File: src/rtl/obc_pkg.sv
package obc_pkg;

  // Two-bit operation code carried in every instruction word
  typedef enum logic [1:0] {
    OPC_OR   = 2'b00,
    OPC_AND  = 2'b01,
    OPC_PASS = 2'b10,
    OPC_INV  = 2'b11
  } opc_e;

  // Result of one instruction; store selects accumulator-only forms
  function automatic logic eval_bit(input logic store, input opc_e opc,
                                    input logic acc, input logic opnd);
    logic src;
    src = store ? acc : opnd;
    case (opc)
      OPC_OR:   eval_bit = acc | opnd;
      OPC_AND:  eval_bit = acc & opnd;
      OPC_PASS: eval_bit = src;
      default:  eval_bit = ~src;
    endcase
  endfunction

endpackage

File: src/rtl/obc_progmem.sv
module obc_progmem #(
  parameter int DEPTH  = 32,
  parameter int WORD_W = 7,
  localparam int AW    = $clog2(DEPTH)
) (
  input  logic              clk,
  input  logic              we,
  input  logic [AW-1:0]     waddr,
  input  logic [WORD_W-1:0] wdata,
  input  logic [AW-1:0]     raddr,
  output logic [WORD_W-1:0] rdata
);

  // Not touched by reset; unwritten words start as zero
  logic [WORD_W-1:0] words [DEPTH] = '{default: '0};

  always_ff @(posedge clk) begin
    if (we) words[waddr] <= wdata;
  end

  assign rdata = words[raddr];

endmodule

File: src/rtl/obc_regfile.sv
module obc_regfile #(
  parameter int NREG = 16,
  localparam int SW  = $clog2(NREG)
) (
  input  logic            clk,
  input  logic            rst,
  input  logic            exec_we,
  input  logic [SW-1:0]   exec_sel,
  input  logic            exec_val,
  input  logic            host_we,
  input  logic [SW-1:0]   host_sel,
  input  logic            host_val,
  input  logic [SW-1:0]   rd_sel,
  output logic            rd_val,
  output logic [NREG-1:0] bits_o
);

  logic [NREG-1:0] bits_q;

  for (genvar g = 0; g < NREG; g++) begin : g_bit
    logic hit_exec, hit_host;
    assign hit_exec = exec_we && (exec_sel == SW'(g));
    assign hit_host = host_we && (host_sel == SW'(g));
    always_ff @(posedge clk) begin
      if (rst)           bits_q[g] <= 1'b0;
      else if (hit_exec) bits_q[g] <= exec_val;
      else if (hit_host) bits_q[g] <= host_val;
    end
  end

  assign rd_val = bits_q[rd_sel];
  assign bits_o = bits_q;

endmodule

File: src/rtl/obc_alu.sv
module obc_alu
  import obc_pkg::*;
(
  input  logic       store,
  input  logic [1:0] opc,
  input  logic       acc,
  input  logic       opnd,
  output logic       res
);

  always_comb res = eval_bit(store, opc_e'(opc), acc, opnd);

endmodule

File: src/rtl/obc_core.sv
module obc_core #(
  parameter int PROG_DEPTH = 32,
  parameter int NREG       = 16,
  localparam int PC_W      = $clog2(PROG_DEPTH),
  localparam int SEL_W     = $clog2(NREG),
  localparam int INSTR_W   = 3 + SEL_W
) (
  input  logic               clk,
  input  logic               rst,
  input  logic               run_en,
  input  logic               pm_wr_en,
  input  logic [PC_W-1:0]    pm_wr_addr,
  input  logic [INSTR_W-1:0] pm_wr_data,
  input  logic               rf_set_en,
  input  logic [SEL_W-1:0]   rf_set_idx,
  input  logic               rf_set_val,
  output logic [PC_W-1:0]    pc_o,
  output logic               acc_o,
  output logic [NREG-1:0]    regs_o
);

  localparam logic [PC_W-1:0] PC_LAST = PC_W'(PROG_DEPTH - 1);

  logic [PC_W-1:0]    pc_q;
  logic               acc_q;
  logic [INSTR_W-1:0] instr;
  logic               i_store;
  logic [1:0]         i_opc;
  logic [SEL_W-1:0]   i_sel;
  logic               opnd, result;
  logic               host_ok;

  assign host_ok = !run_en;

  obc_progmem #(.DEPTH(PROG_DEPTH), .WORD_W(INSTR_W)) u_pm (
    .clk   (clk),
    .we    (pm_wr_en && host_ok),
    .waddr (pm_wr_addr),
    .wdata (pm_wr_data),
    .raddr (pc_q),
    .rdata (instr)
  );

  assign i_store = instr[INSTR_W-1];
  assign i_opc   = instr[INSTR_W-2 -: 2];
  assign i_sel   = instr[SEL_W-1:0];

  obc_regfile #(.NREG(NREG)) u_rf (
    .clk      (clk),
    .rst      (rst),
    .exec_we  (run_en && i_store),
    .exec_sel (i_sel),
    .exec_val (result),
    .host_we  (rf_set_en && host_ok),
    .host_sel (rf_set_idx),
    .host_val (rf_set_val),
    .rd_sel   (i_sel),
    .rd_val   (opnd),
    .bits_o   (regs_o)
  );

  obc_alu u_alu (
    .store (i_store),
    .opc   (i_opc),
    .acc   (acc_q),
    .opnd  (opnd),
    .res   (result)
  );

  always_ff @(posedge clk) begin
    if (rst) begin
      pc_q  <= '0;
      acc_q <= 1'b0;
    end else if (run_en) begin
      pc_q <= (pc_q == PC_LAST) ? '0 : pc_q + 1'b1;
      if (!i_store) acc_q <= result;
    end
  end

  assign pc_o  = pc_q;
  assign acc_o = acc_q;

endmodule

File: config.mk
export PLATFORM = sky130hd
export DESIGN_NAME = obc_core
export DESIGN_NICKNAME = d
export VERILOG_FILES = /design/src/rtl/obc_pkg.sv /design/src/rtl/obc_progmem.sv /design/src/rtl/obc_regfile.sv /design/src/rtl/obc_alu.sv /design/src/rtl/obc_core.sv
export SDC_FILE = /design/constraint.sdc
export NUM_CORES = 1
export LEC_CHECK = 0
export BUFFER_PORTS_ARGS = -buffer_cell sky130_fd_sc_hd__buf_2
export CAP_MARGIN = 20
export CORE_UTILIZATION = 27
export CTS_CLUSTER_DIAMETER = 80
export DETAILED_ROUTE_END_ITERATION = 10
export PLACE_DENSITY = 0.42
export SYNTH_ARGS = -nofsm -noshare
export SYNTH_HDL_FRONTEND = slang
export SYNTH_SLANG_ARGS = --single-unit
File: constraint.sdc
create_clock -name clk -period 4.1 [get_ports clk]
set_input_delay 0.41 -clock clk [delete_from_list [all_inputs] [get_ports clk]]
set_output_delay 0.41 -clock clk [all_outputs]
set_load 0.01 [all_outputs]
==> run_summary.xml <==
<?xml version="1.0" encoding="UTF-8"?>
<metrics>
  <group name="floorplanning">
    <metric name="die_height" unit="µm">199</metric>
    <metric name="initial_utilization" unit="">0.277</metric>
    <metric name="die_area" unit="mm²">0.0397</metric>
    <metric name="die_w" unit="µm">199</metric>
    <metric name="floorplan.io_pins" unit="">44</metric>
    <metric name="row_count" unit="">71</metric>
    <metric name="core-area" unit="mm²">0.0379</metric>
  </group>
  <group name="critical_path">
    <metric name="critical-path-slowest-cell" unit="">sky130_fd_sc_hd__dfxtp_4</metric>
    <metric name="critical-path-top-cell-by-count" unit="">sky130_fd_sc_hd__o22ai_1</metric>
    <metric name="timing.critical_path.cells" unit="">buf_12 -&gt; mux2i_1 -&gt; a22oi_1 -&gt; nand4_1 -&gt; o22ai_1 -&gt; a311oi_2 -&gt; buf_4 -&gt; mux2_2 -&gt; o22ai_1 -&gt; o21ai_2 -&gt; o21ai_1 -&gt; mux2_4 -&gt; a41oi_2</metric>
    <metric name="crit_path_end_kind" unit="">flop</metric>
    <metric name="reg2reg_depth" unit="">13</metric>
    <metric name="crit_buf_inv" unit="">2</metric>
    <metric name="reg2reg_setup_slack" unit="ns">0.45</metric>
    <metric name="critPathArrivalTime" unit="ns">4.10</metric>
    <metric name="critPathTopFamily" unit="">compound AO/OA/AOI/OAI gates</metric>
    <metric name="path_class" unit="">reg -&gt; reg</metric>
    <metric name="critical_path.startpoint_type" unit="">flop</metric>
    <metric name="worstPathRequired" unit="ns">4.55</metric>
    <metric name="rr_endpoint" unit="">acc_o$_SDFFE_PP0P_</metric>
    <metric name="worst_path_maximum_fanout" unit="">32</metric>
    <metric name="timing.critical_path.slowest_cell_delay" unit="ns">0.72</metric>
  </group>
  <group name="synthesis">
    <metric name="ys_dominant_reg_cell" unit="">sky130_fd_sc_hd__edfxtp_1</metric>
    <metric name="number_of_nets_produced_by_synthesis" unit="">636</metric>
    <metric name="synth_top_area_frac" unit="">0.641</metric>
    <metric name="yosys_warnings" unit="">0</metric>
    <metric name="yosys_register_bits" unit="">251</metric>
    <metric name="cell_area_after_technology_mapping" unit="mm²">0.0105</metric>
    <metric name="edff_count_synth" unit="">224</metric>
    <metric name="synth.distinct_cells" unit="">56</metric>
    <metric name="synthesis.area_per_instance" unit="µm²">17.2</metric>
    <metric name="async_reset_ff_frac" unit="">0</metric>
    <metric name="ys_top_cells_by_area" unit="">sky130_fd_sc_hd__edfxtp_1 (64%), sky130_fd_sc_hd__mux4_2 (9.9%), sky130_fd_sc_hd__dfxtp_1 (5.1%)</metric>
    <metric name="synth_cells" unit="">612</metric>
    <metric name="synth_top_area_cell" unit="">sky130_fd_sc_hd__edfxtp_1</metric>
    <metric name="seq_area_frac_synth" unit="">0.692</metric>
  </group>
  <group name="clock_network">
    <metric name="tritoncts_clock_tree" unit="">done</metric>
    <metric name="post-cts-setup-buffer-count" unit="">0</metric>
    <metric name="clkSlewWorstSetupHoldPaths" unit="ns">0.06</metric>
    <metric name="cts_buffers" unit="">28</metric>
    <metric name="htree_levels" unit="">1</metric>
    <metric name="clk_root_buffer_cell" unit="">sky130_fd_sc_hd__clkbuf_16</metric>
    <metric name="cts.hold.buffers_added" unit="">0</metric>
    <metric name="worstSkewPairLatency" unit="ns">0.53</metric>
    <metric name="cts_repair_resize_count" unit="">0</metric>
    <metric name="clockBufferDepth" unit="">3</metric>
    <metric name="sink_count" unit="">251</metric>
  </group>
  <group name="worst_hold_path">
    <metric name="hold_path_class" unit="">in -&gt; reg</metric>
    <metric name="hold-path-endpoint" unit="">pc_o[2]$_SDFFE_PP0P_</metric>
    <metric name="startpoint_of_the_lowest_slack_hold_path" unit="">rst</metric>
    <metric name="whs_path_depth" unit="">2</metric>
  </group>
  <group name="final_layout">
    <metric name="fillCellCount" unit="">3707</metric>
    <metric name="syn2layout_area_growth" unit="%">16.3</metric>
    <metric name="drive_gt1_frac" unit="">0.243</metric>
    <metric name="layout.nets" unit="">690</metric>
    <metric name="antennaDiodeCount" unit="">0</metric>
  </group>
  <group name="routing">
    <metric name="via_count_of_the_routed_design" unit="">5589</metric>
    <metric name="ant_nets" unit="">0</metric>
    <metric name="wl_per_cell" unit="µm">21.6</metric>
    <metric name="drt_wl_total" unit="µm">25900</metric>
    <metric name="first_pass_iters" unit="">4</metric>
    <metric name="detail_route.iter0.violations" unit="">355</metric>
    <metric name="vias_per_cell" unit="">4.66</metric>
    <metric name="remaining_drc_errors" unit="">0</metric>
  </group>
  <group name="sta">
    <metric name="rsz_0062_raised_after_global_routing" unit="">no</metric>
    <metric name="min_period_over_period" unit="">0.890</metric>
    <metric name="worstMarginPinSlew" unit="ns">1.02</metric>
    <metric name="timing.final.hold_violations" unit="">0</metric>
    <metric name="fin_setup_tns" unit="ns">0</metric>
    <metric name="min_period" unit="ns">3.65</metric>
    <metric name="timing.slew.headroom" unit="">0.316</metric>
    <metric name="max_freq" unit="MHz">274</metric>
    <metric name="drv_slew" unit="">0</metric>
    <metric name="worst_clock_skew" unit="ns">0.00802</metric>
    <metric name="setup-violations-final" unit="">0</metric>
  </group>
  <group name="global_route">
    <metric name="globalRouteOverflowTotal" unit="">0</metric>
    <metric name="pin_count_of_the_biggest_net_entering_global_routing" unit="">33</metric>
    <metric name="first_global_vias" unit="">5965</metric>
    <metric name="global_route.usage.total" unit="">0.134</metric>
    <metric name="antenna_found_initial" unit="">0</metric>
    <metric name="grt_pass1_wl" unit="µm">38600</metric>
  </group>
  <group name="power">
    <metric name="report.power.total" unit="mW">5.82</metric>
    <metric name="power_per_cell_area" unit="mW/mm²">477</metric>
    <metric name="leakagePower" unit="nW">3.99</metric>
    <metric name="vdd.ir_drop.worst" unit="V">0.000313</metric>
  </group>
  <group name="run">
    <metric name="max-cap-violations" unit="">0</metric>
  </group>
  <group name="placement">
    <metric name="port_buffers" unit="">43</metric>
    <metric name="place_congestion" unit="">0.846</metric>
    <metric name="dp.final_hpwl" unit="µm">17300</metric>
  </group>
  <group name="outcome">
    <metric name="status" unit="">completed</metric>
  </group>
</metrics>
## cells in the mapped netlist, types with 7 or more instances
| cell type | n |
|---|---|
| sky130_fd_sc_hd__nor2b_1 | 9 |
| sky130_fd_sc_hd__mux4_2 | 46 |
| sky130_fd_sc_hd__nand2_1 | 44 |
| sky130_fd_sc_hd__mux2i_1 | 42 |
| sky130_fd_sc_hd__buf_6 | 7 |
| sky130_fd_sc_hd__dfxtp_1 | 27 |
| sky130_fd_sc_hd__a21oi_1 | 19 |
| sky130_fd_sc_hd__edfxtp_1 | 224 |
| sky130_fd_sc_hd__nor2_1 | 53 |
| sky130_fd_sc_hd__buf_2 | 8 |
| sky130_fd_sc_hd__o21a_1 | 12 |
## state kept, by name, summed over array words and instances (netlist names), named ones only
register	flops
acc_o	1
pc_o	5
u_pm.words	224
u_rf.bits_o	16
## layout by cell type (no fill, tap or decap), types with 8 or more instances in the layout
master,synthesis,routed
sky130_fd_sc_hd__clkbuf_16,0,29
sky130_fd_sc_hd__dfxtp_1,27,25
sky130_fd_sc_hd__clkinv_2,0,10
sky130_fd_sc_hd__mux4_2,46,46
sky130_fd_sc_hd__a21oi_1,19,19
sky130_fd_sc_hd__nor2b_1,9,9
sky130_fd_sc_hd__buf_4,3,8
sky130_fd_sc_hd__mux2i_1,42,42
sky130_fd_sc_hd__o21a_1,12,12
sky130_fd_sc_hd__buf_2,8,43
sky130_fd_sc_hd__nor2_1,53,53
sky130_fd_sc_hd__nand2_1,44,44
sky130_fd_sc_hd__edfxtp_1,224,224
## logic make-up (layout without fill, tap and decap cells)
kind of cell	Yosys count	count (layout)	synth area share
buf+inv	31	107	0.0197
flops	251	251	0.692
simple gates	153	153	0.0709
mux	105	105	0.168
fa+ha+maj	2	2	0.00238
compound gates	70	70	0.0466
## per-stage QoR
step	hold slack, ns	cell area (µm²)	util	worst slack (ns)	instances
after floorplan	0.509	10500	-	1.31	612
after global placement	0.555	11200	0.296	0.458	1147
after detailed placement	0.555	11200	0.296	0.401	1147
after CTS	0.274	12200	0.322	0.377	1199
after global routing	0.335	12200	0.322	0.150	1199
final	0.308	12200	0.322	0.450	1199
## per-layer routing
layer	track usage	routed length [µm]
met5	0	0
met2	0.228	12700
met4	0.0419	685
met1	0.175	11400
met3	0.0201	1080
## power by group
| group | leakage (nW) | internal (mW) | switching, mW |
|---|---|---|---|
| Sequential | 2.23 | 2.81 | 0.0347 |
| Clock | 0.482 | 1.62 | 0.995 |
| Combinational | 1.27 | 0.148 | 0.217 |
## area by class of cell
| class | instances | area, µm² | area share |
|---|---|---|---|
| Inverter | 3 | 11.3 | 0.000922 |
| Tap cell | 511 | 639 | 0.0524 |
| Timing Repair Buffer | 52 | 295 | 0.0242 |
| Multi-Input combinational cell | 330 | 3020 | 0.248 |
| Sequential cell | 251 | 7270 | 0.596 |
| Clock buffer | 35 | 758 | 0.0621 |
| Clock inverter | 17 | 211 | 0.0173 |
## worst max-delay path by stage
| stage | startpoint | endpoint | slack [ns] | depth (start not counted) |
|---|---|---|---|---|
| CTS | flop | acc_o$_SDFFE_PP0P_ | 0.38 | 13 |
| floorplan | flop | acc_o$_SDFFE_PP0P_ | 1.31 | 13 |
| global placement | flop | u_rf.bits_o[1]$_SDFFE_PP0P_ | 0.46 | 13 |
| finish | flop | acc_o$_SDFFE_PP0P_ | 0.45 | 13 |
| global route | flop | acc_o$_SDFFE_PP0P_ | 0.15 | 13 |
| detailed placement | flop | acc_o$_SDFFE_PP0P_ | 0.40 | 13 |
Note: power is estimated with default switching activity, not from simulation.
